<file path="src/rtl/bytecmd_pkg.sv">
package bytecmd_pkg;

    localparam int ADDR_W = 16;
    localparam int DATA_W = 8;
    localparam int CNT_W  = 4;

    localparam logic [DATA_W-1:0] LC_RD_STAT = 8'hC1;
    localparam logic [DATA_W-1:0] LC_RD_TMO  = 8'hCB;
    localparam logic [DATA_W-1:0] LC_RD_PLO  = 8'hD8;
    localparam logic [DATA_W-1:0] LC_RD_PHI  = 8'hD9;
    localparam logic [DATA_W-1:0] LC_RD_COOK = 8'hDF;
    localparam logic [DATA_W-1:0] LC_WR_STAT = 8'hE1;
    localparam logic [DATA_W-1:0] LC_WR_TMO  = 8'hEB;
    localparam logic [DATA_W-1:0] LC_WR_PLO  = 8'hF8;
    localparam logic [DATA_W-1:0] LC_WR_PHI  = 8'hF9;
    localparam logic [DATA_W-1:0] LC_WR_PADD = 8'hFA;
    localparam logic [DATA_W-1:0] LC_RESET   = 8'hFF;

    localparam logic [DATA_W-1:0] COOKIE_VAL = 8'h5A;
    localparam logic [DATA_W-1:0] STAT_MASK  = 8'h78;
    localparam int                STAT_TMO   = 6;

    typedef enum logic [2:0] {
        ST_IDLE,
        ST_ALO,
        ST_AHI,
        ST_WDAT,
        ST_RD,
        ST_SEND,
        ST_LWD
    } state_e;

    typedef enum logic [2:0] {
        K_IGNORE,
        K_DATA,
        K_LRD,
        K_LWR,
        K_RESET
    } kind_e;

    typedef struct packed {
        kind_e            kind;
        logic             wr;
        logic             ai;
        logic             has_addr;
        logic [CNT_W-1:0] len;
    } hdr_t;

    typedef struct packed {
        state_e            st;
        logic [ADDR_W-1:0] ptr;
        logic [ADDR_W-1:0] base;
        logic [CNT_W-1:0]  cnt;
        logic [CNT_W-1:0]  len;
        logic              wr;
        logic              ai;
        logic              loc;
        logic [DATA_W-1:0] lcode;
        logic [DATA_W-1:0] status;
        logic [DATA_W-1:0] tmo;
        logic [DATA_W-1:0] txd;
    } regs_t;

endpackage

</file>
<file path="src/rtl/bytecmd_hdr_dec.sv">
module bytecmd_hdr_dec
    import bytecmd_pkg::*;
(
    input  logic [DATA_W-1:0] hdr_byte,
    output hdr_t              hdr
);
    localparam int SZ_W = 2;

    logic [SZ_W-1:0] size_code;
    logic            is_lrd;
    logic            is_lwr;

    assign size_code = hdr_byte[SZ_W-1:0];

    always_comb begin
        is_lrd = (hdr_byte == LC_RD_STAT) || (hdr_byte == LC_RD_TMO) ||
                 (hdr_byte == LC_RD_PLO)  || (hdr_byte == LC_RD_PHI) ||
                 (hdr_byte == LC_RD_COOK);
        is_lwr = (hdr_byte == LC_WR_STAT) || (hdr_byte == LC_WR_TMO) ||
                 (hdr_byte == LC_WR_PLO)  || (hdr_byte == LC_WR_PHI) ||
                 (hdr_byte == LC_WR_PADD);
    end

    always_comb begin
        hdr          = '0;
        hdr.kind     = K_IGNORE;
        hdr.wr       = hdr_byte[5];
        hdr.ai       = hdr_byte[3];
        hdr.has_addr = hdr_byte[2];
        hdr.len      = CNT_W'(1) << size_code;
        if (hdr_byte[7:6] == 2'b01) begin
            hdr.kind = K_DATA;
        end else if (hdr_byte == LC_RESET) begin
            hdr.kind = K_RESET;
        end else if (is_lrd) begin
            hdr.kind = K_LRD;
        end else if (is_lwr) begin
            hdr.kind = K_LWR;
        end
    end
endmodule

</file>
<file path="src/rtl/bytecmd_timer.sv">
module bytecmd_timer #(
    parameter int CYCLES_PER_MS = 50000,
    parameter int MS_W          = 8
) (
    input  logic            clk,
    input  logic            rst_n,
    input  logic            run,
    input  logic [MS_W-1:0] limit_ms,
    output logic            expire
);
    localparam int PRE_W = $clog2(CYCLES_PER_MS + 1);
    localparam logic [PRE_W-1:0] PRE_LAST = PRE_W'(CYCLES_PER_MS - 1);

    typedef struct packed {
        logic [PRE_W-1:0] pre;
        logic [MS_W-1:0]  ms;
    } tmr_t;

    tmr_t tmr_d, tmr_q;

    always_comb begin
        tmr_d = tmr_q;
        if (!run) begin
            tmr_d = '0;
        end else if (tmr_q.pre == PRE_LAST) begin
            tmr_d.pre = '0;
            tmr_d.ms  = tmr_q.ms + MS_W'(1);
        end else begin
            tmr_d.pre = tmr_q.pre + PRE_W'(1);
        end
    end

    always_ff @(posedge clk) begin
        if (!rst_n) tmr_q <= '0;
        else        tmr_q <= tmr_d;
    end

    assign expire = run && (limit_ms != '0) && (tmr_q.ms == limit_ms);
endmodule

</file>
<file path="src/rtl/bytecmd_lrd_mux.sv">
module bytecmd_lrd_mux
    import bytecmd_pkg::*;
(
    input  logic [DATA_W-1:0] code,
    input  logic [DATA_W-1:0] status,
    input  logic [DATA_W-1:0] tmo,
    input  logic [ADDR_W-1:0] ptr,
    output logic [DATA_W-1:0] value
);
    always_comb begin
        unique case (code)
            LC_RD_STAT: value = status & STAT_MASK;
            LC_RD_TMO:  value = tmo;
            LC_RD_PLO:  value = ptr[7:0];
            LC_RD_PHI:  value = ptr[15:8];
            LC_RD_COOK: value = COOKIE_VAL;
            default:    value = '0;
        endcase
    end
endmodule

</file>
<file path="src/rtl/bytecmd_engine.sv">
module bytecmd_engine
    import bytecmd_pkg::*;
#(
    parameter int CYCLES_PER_MS   = 50000,
    parameter int INIT_TIMEOUT_MS = 20
) (
    input  logic              clk,
    input  logic              rst_n,
    input  logic              rx_valid,
    input  logic [7:0]        rx_data,
    output logic              rx_ready,
    output logic              tx_valid,
    output logic [7:0]        tx_data,
    input  logic              tx_ready,
    output logic [15:0]       bus_addr,
    output logic              bus_wr,
    output logic [7:0]        bus_wdata,
    output logic              bus_rd,
    input  logic [7:0]        bus_rdata
);
    localparam logic [DATA_W-1:0] TMO_RST = DATA_W'(INIT_TIMEOUT_MS);

    regs_t             q, d;
    hdr_t              hdr;
    logic [DATA_W-1:0] lrd_val;
    logic              tmo_run;
    logic              tmo_hit;
    logic [CNT_W-1:0]  cnt_nxt;
    logic              last_byte;
    logic [ADDR_W-1:0] end_ptr;

    bytecmd_hdr_dec u_dec (
        .hdr_byte (rx_data),
        .hdr      (hdr)
    );

    bytecmd_lrd_mux u_lrd (
        .code   (rx_data),
        .status (q.status),
        .tmo    (q.tmo),
        .ptr    (q.ptr),
        .value  (lrd_val)
    );

    // the timer only runs while a started command waits for host bytes
    assign tmo_run = (q.st == ST_ALO) || (q.st == ST_AHI) ||
                     (q.st == ST_WDAT) || (q.st == ST_LWD);

    bytecmd_timer #(
        .CYCLES_PER_MS (CYCLES_PER_MS),
        .MS_W          (DATA_W)
    ) u_tmr (
        .clk      (clk),
        .rst_n    (rst_n),
        .run      (tmo_run),
        .limit_ms (q.tmo),
        .expire   (tmo_hit)
    );

    assign cnt_nxt   = q.cnt + CNT_W'(1);
    assign last_byte = (cnt_nxt == q.len);
    assign end_ptr   = q.ai ? (q.base + ADDR_W'(q.len)) : q.base;

    always_comb begin
        d         = q;
        rx_ready  = 1'b0;
        tx_valid  = 1'b0;
        bus_wr    = 1'b0;
        bus_rd    = 1'b0;
        bus_addr  = q.base + ADDR_W'(q.cnt);
        bus_wdata = rx_data;

        if (tmo_hit) begin
            d.st               = ST_IDLE;
            d.status[STAT_TMO] = 1'b1;
        end else begin
            unique case (q.st)
                ST_IDLE: begin
                    rx_ready = 1'b1;
                    if (rx_valid) begin
                        unique case (hdr.kind)
                            K_DATA: begin
                                d.wr  = hdr.wr;
                                d.ai  = hdr.ai;
                                d.len = hdr.len;
                                d.cnt = '0;
                                d.loc = 1'b0;
                                if (hdr.has_addr) begin
                                    d.st = ST_ALO;
                                end else begin
                                    d.base = q.ptr;
                                    d.st   = hdr.wr ? ST_WDAT : ST_RD;
                                end
                            end
                            K_LRD: begin
                                d.txd = lrd_val;
                                d.loc = 1'b1;
                                d.st  = ST_SEND;
                            end
                            K_LWR: begin
                                d.lcode = rx_data;
                                d.st    = ST_LWD;
                            end
                            default: d.st = ST_IDLE;
                        endcase
                    end
                end
                ST_ALO: begin
                    rx_ready = 1'b1;
                    if (rx_valid) begin
                        d.base[7:0] = rx_data;
                        d.st        = ST_AHI;
                    end
                end
                ST_AHI: begin
                    rx_ready = 1'b1;
                    if (rx_valid) begin
                        d.base[15:8] = rx_data;
                        d.st         = q.wr ? ST_WDAT : ST_RD;
                    end
                end
                ST_WDAT: begin
                    rx_ready = 1'b1;
                    if (rx_valid) begin
                        bus_wr = 1'b1;
                        if (last_byte) begin
                            d.ptr = end_ptr;
                            d.st  = ST_IDLE;
                        end else begin
                            d.cnt = cnt_nxt;
                        end
                    end
                end
                ST_RD: begin
                    bus_rd = 1'b1;
                    d.txd  = bus_rdata;
                    d.st   = ST_SEND;
                end
                ST_SEND: begin
                    tx_valid = 1'b1;
                    if (tx_ready) begin
                        if (q.loc) begin
                            d.st = ST_IDLE;
                        end else if (last_byte) begin
                            d.ptr = end_ptr;
                            d.st  = ST_IDLE;
                        end else begin
                            d.cnt = cnt_nxt;
                            d.st  = ST_RD;
                        end
                    end
                end
                ST_LWD: begin
                    rx_ready = 1'b1;
                    if (rx_valid) begin
                        unique case (q.lcode)
                            LC_WR_STAT: d.status    = rx_data & STAT_MASK;
                            LC_WR_TMO:  d.tmo       = rx_data;
                            LC_WR_PLO:  d.ptr[7:0]  = rx_data;
                            LC_WR_PHI:  d.ptr[15:8] = rx_data;
                            LC_WR_PADD: d.ptr       = q.ptr + ADDR_W'(rx_data);
                            default:    d.ptr       = q.ptr;
                        endcase
                        d.st = ST_IDLE;
                    end
                end
                default: d.st = ST_IDLE;
            endcase
        end
    end

    always_ff @(posedge clk) begin
        if (!rst_n) begin
            q     <= '0;
            q.st  <= ST_IDLE;
            q.tmo <= TMO_RST;
        end else begin
            q <= d;
        end
    end

    assign tx_data = q.txd;
endmodule

</file>
<file path="config.mk">
export PLATFORM = sky130hd
export DESIGN_NAME = bytecmd_engine
export DESIGN_NICKNAME = d
export VERILOG_FILES = /design/src/rtl/bytecmd_pkg.sv /design/src/rtl/bytecmd_hdr_dec.sv /design/src/rtl/bytecmd_timer.sv /design/src/rtl/bytecmd_lrd_mux.sv /design/src/rtl/bytecmd_engine.sv
export SDC_FILE = /design/constraint.sdc
export NUM_CORES = 1
export LEC_CHECK = 0
export ABC_AREA = 1
export BUFFER_PORTS_ARGS = -buffer_cell sky130_fd_sc_hd__buf_2
export CORE_ASPECT_RATIO = 1.75
export CORE_MARGIN = 2
export CORE_UTILIZATION = 55
export CTS_CLUSTER_DIAMETER = 150
export DETAILED_ROUTE_END_ITERATION = 6
export PLACE_DENSITY = 0.77
export SETUP_SLACK_MARGIN = 0.2
export SLEW_MARGIN = 30
export SYNTH_ARGS = -nofsm -noshare
export SYNTH_HDL_FRONTEND = slang
export SYNTH_SLANG_ARGS = --single-unit
</file>
<file path="constraint.sdc">
create_clock -name clk -period 2.31 [get_ports clk]
set_input_delay 0.462 -clock clk [delete_from_list [all_inputs] [get_ports clk]]
set_output_delay 0.462 -clock clk [all_outputs]
set_load 0.02 [all_outputs]
</file>
Word-level counts from Yosys, hierarchy flattened
Index checks and enable logic that the tools add are counted.
Word-level totals
  register bits: 98
  input port bits: 20
  output and inout bits: 36
  word-level logic and storage cells: 166
Cells by class
  add/subtract/negate cells: 6
  eq/ne operators: 43
  shift operators: 1
  multiplexer cells: 55
  bitwise gates (word level): 3
  reductions and logical operators: 41
Operators with widths (number)
  $eq 8x8->1 const B: 16
  $pmux 8 s2: 5
  $mux 19: 4
  $mux 16: 4
  $pmux 16 s3: 1
  $mux 8: 5
  $pmux 8 s5: 1
  $mux 35: 1
  $mux 3: 11
  $add 16x4->16: 2
  $mux 15: 2
  $mux 26: 1
  $reduce_and 4->1: 6
  $pmux 3 s7: 1
  $ne 2x2->1 const B: 10
  $reduce_and 9->1: 2
  $add 16x1->16 const B: 1
  $add 16x8->16: 1
  $eq 16x16->1 const B: 1
  $mux 4: 4
  $reduce_and 7->1: 2
  $reduce_bool 2->1: 7
  $eq 3x2->1 const B: 4
  $pmux 4 s3: 1
  other kinds (27): 56

Logic depth before layout (Yosys ltp)
  depth after elaboration: 13
  mapped depth: 15
  depth with buffers taken out: 15

Cells and area by module
Synthesis repeated with hierarchy kept, for this count alone.
Unflattened totals
  cells, all modules: 1223
  area, all modules: 7522.2 sq um
By module, submodules not included
  bytecmd_engine: times used 1, cells each 873, area each 5471.5 sq um, sequential area each 1481.4 sq um
  bytecmd_timer: times used 1, cells each 235, area each 1483.9 sq um, sequential area each 480.5 sq um
  bytecmd_lrd_mux: times used 1, cells each 75, area each 390.4 sq um, sequential area each 0.0 sq um
  bytecmd_hdr_dec: times used 1, cells each 40, area each 176.4 sq um, sequential area each 0.0 sq um

Worst setup path after synthesis
No wires, ideal clock.
  path kind: register to output
  start: reg q[39] in the netlist's numbering
  end: out bus_addr[12]
  data arrival time: 2203 ps
  data required time: 1848 ps
  slack: -355 ps
  stages on the path, launching flop included: 9
  path buffers: 0
  path through: dfxtp_1 > ha_1 > inv_1 > fa_1 > o31ai_1 > inv_1 > nor2_1 > nand3_1 > xnor2_1
Between the ends
  cells in the longest elaborated chain, start to end: 1
Ends and longest elaborated chain
  start: declaration: line bytecmd_engine.sv:23  | regs_t q, d;
  $add 16x4->16: line bytecmd_engine.sv:70  | bus_addr = q.base + ADDR_W'(q.cnt);
  end: declaration: line bytecmd_engine.sv:15  | output logic [15:0] bus_addr,
No other way between the ends.

Final worst setup path
Same ends and word-level chain as after synthesis.

==> flow_metrics.env <==
export IMPL_dr_total_vias=8027
export IMPL_clkLatencyLatePin_ns=0.36
export IMPL_finalHoldViolCount=0
export IMPL_synth_cell_types=50
export IMPL_grt_pass1_wl_mm=37.7
export IMPL_grt_setup_unrepaired="true"
export IMPL_hold_buffers=0
export IMPL_track_usage_pct=36.1
export IMPL_fmax_mhz=376
export IMPL_setup_worst_path_end_class="output pin"
export IMPL_clock_root_buffer="clkbuf_16"
export IMPL_worstMarginPinSlew_ns=0.556
export IMPL_worst_clock_skew_ns=0.00748
export IMPL_worstSetupPathType="flop to output pin"
export IMPL_min_period_ns=2.66
export IMPL_die_h_um=153
export IMPL_path_clk_slew_ns=0.08
export IMPL_drc_errors=0
export IMPL_instances_no_fill=1385
export IMPL_use_met1_pct=35.4
export IMPL_cts_sinks=98
export IMPL_r2r_setup_slack_ns=0.12
export IMPL_async_reset_ff_share_pct=0
export IMPL_cp_data_required_time_ns=1.85
export IMPL_dp_cells=1352
export IMPL_grt_use_met3_pct=7.68
export IMPL_diodes=0
export IMPL_syn_nets=1158
export IMPL_htreeDepth=3
export IMPL_routed_via_density=5.80
export IMPL_gp_routability_congestion=1.07
export IMPL_antenna_found_initial=0
export IMPL_cp_arrival_ns=2.20
export IMPL_violations="negative setup slack"
export IMPL_clockBufferDepth=2
export IMPL_cts_buffers=9
export IMPL_setup_violations=12
export IMPL_min_path_type="input pin to flop"
export IMPL_drtPass1Iterations=6
export IMPL_ios=56
export IMPL_ys_seq_area_share_pct=27.9
export IMPL_grt_pass1_vias=7807
export IMPL_syn_area_per_cell_um2=6.29
export IMPL_dieArea_mm2=0.0137
export IMPL_area_growth_pct=24.9
export IMPL_drv_cap=0
export IMPL_pwr_density_cell_mw_per_mm2=501
export IMPL_io_buffer_count=55
export IMPL_yosysTopAreaCellShare_pct=27.9
export IMPL_wirelength_mm=24.6
export IMPL_synth_warnings=0
export IMPL_drive_gt1_share_pct=24.3
export IMPL_core_mm2=0.0125
export IMPL_synth_seq_cells=98
export IMPL_outcome="finished with violations"
export IMPL_setup_ws_ns=-0.352
export IMPL_rows=54
export IMPL_cp_max_fo=5
export IMPL_ys_top_cells_by_area="dfxtp_1, nand2_1, inv_1, nor2_1, nand3_1"
export IMPL_ys_flop_type="dfxtp_1"
export IMPL_syn_area_mm2=0.00702
export IMPL_p_leak_nw=3.86
export IMPL_start_util_pct=56.2
export IMPL_wl_per_cell_um=17.8
export IMPL_final_max_slew_viol_count=0
export IMPL_use_met2_pct=61.7
export IMPL_grt_start_max_net_pins=54
export IMPL_die_x_um=89.4
export IMPL_dp_hpwl_mm=18.2
export IMPL_holdWs_ns=0.435
export IMPL_drt_iter0_drc=795
export IMPL_cp_start_kind="flop"
export IMPL_synth_enable_flop_cells=0
export IMPL_relSlewSlack_pct=62.9
export IMPL_synth_cells=1116
export IMPL_cts_tree="yes"
export IMPL_peakVddDrop_mv=0.406
export IMPL_nNetsFinal=1254
export IMPL_grt_busiest_layer="met2"
export IMPL_overflow=0
export IMPL_yosys_area_top_type="dfxtp_1"
export IMPL_period_share_pct=115
export IMPL_postRouteAntennaNets=0
registers in the layout, indices dropped and copies added, names as in the netlist:
signal,flops
q,66
u_tmr.tmr_q,24
tx_data,8
critical path, stage by stage (launching register included):
cell and delay, ns:
dfxtp_4 0.36, ha_4 0.13, inv_2 0.03, fa_2 0.38, o31ai_4 0.23, inv_2 0.07, nor2_4 0.10, buf_12 0.14
nand3_4 0.10, xnor2_4 0.16, buf_6 0.13
timing repair:
action                                  4_1_cts  5_1_grt
cloned                                        1        1
endpoints found under the setup margin       33       40
pin swaps                                     8       35
gates resized for setup                      50       95
setup buffers                                 6        9
cells in the final DEF (no fill, tap or decap), drive strengths merged:
cell type and instances:
nand2 268, inv 151, nor2 147, buf 126
dfxtp 98, nand3 90, o21ai 85, a21oi 85
nor3 24, nand4 23, ha 19, xor2 19
xnor2 11, a211oi 10, or2 10, nor4 9
clkbuf 9, o211ai 8, fa 3, o21bai 2
clkinvlp 2, nand3b 2, a21o 2, nor3b 2
o31ai 2, a21boi 2, clkinv 1, a22oi 1
o211a 1, o21a 1, a31o 1, a31oi 1
o22ai 1, bufinv 1
cells in the mapped netlist, drive strengths merged, types with 3 or more instances:
| cell | instances |
|---|---|
| inv | 146 |
| or2 | 10 |
| a21oi | 85 |
| nor4 | 9 |
| nor3 | 24 |
| nand3 | 89 |
| nand2 | 268 |
| dfxtp | 98 |
| nand4 | 23 |
| buf | 27 |
| fa | 3 |
| o21ai | 85 |
| ha | 19 |
| xnor2 | 11 |
| a211oi | 10 |
| xor2 | 19 |
| nor2 | 147 |
| o211ai | 8 |
| clkbuf | 15 |
cell families after synthesis:
family | after synthesis | share of synthesized area, %
fa+ha+maj | 22 | 4.24
compound gates | 202 | 16.1
buf+inv | 190 | 11.7
xor+xnor | 30 | 3.74
simple gates | 574 | 36.2
flops | 98 | 27.9
layer usage:
layer  routed length [um]  up-vias
li1                     -     3816
met1                 7870     3611
met2                12300      418
met3                 1720      182
met4                 2700        0
met5                    0        -
worst paths after layout:
check | to | startpoint | cells after the start
max | bus_addr[12] | q[39] | 10
min | tx_data[3] | bus_rdata[3] | 5
max reg2reg | q[73] | q[39] | 12
min reg2reg | u_tmr.tmr_q[8] | u_tmr.tmr_q[8] | 1
where the power goes:
| group | leakage [nW] | total, mW | internal [mW] | switching [mW] |
|---|---|---|---|---|
| Combinational | 2.90 | 0.952 | 0.345 | 0.607 |
| Sequential | 0.806 | 1.82 | 1.75 | 0.0744 |
| Clock | 0.157 | 1.63 | 0.876 | 0.751 |
stage by stage:
stage	cell area [um2]	TNS [ns]	util [%]	power [mW]	setup slack, ns
3_5_place_dp	7840	-0.487	62.7	2.67	-0.111
4_1_cts	8370	-2.79	67.0	4.32	-0.352
6_report	8780	-2.89	70.2	4.40	-0.352
3_3_place_gp	7840	-0.298	62.7	2.67	-0.0808
5_1_grt	8780	-4.17	70.2	4.57	-0.439
2_1_floorplan	7210	0	-	2.41	0.0686
cell type report:
| class | count | area (um2) |
|---|---|---|
| timing repair buffer | 126 | 920 |
| tap | 168 | 210 |
| fill | 1079 | 3720 |
| clock buffer | 9 | 225 |
| sequential | 98 | 2010 |
| multi-input combinational | 829 | 4750 |
| clock inverter | 7 | 90.1 |
| inverter | 148 | 568 |
Power figures use the tool's default switching activity.
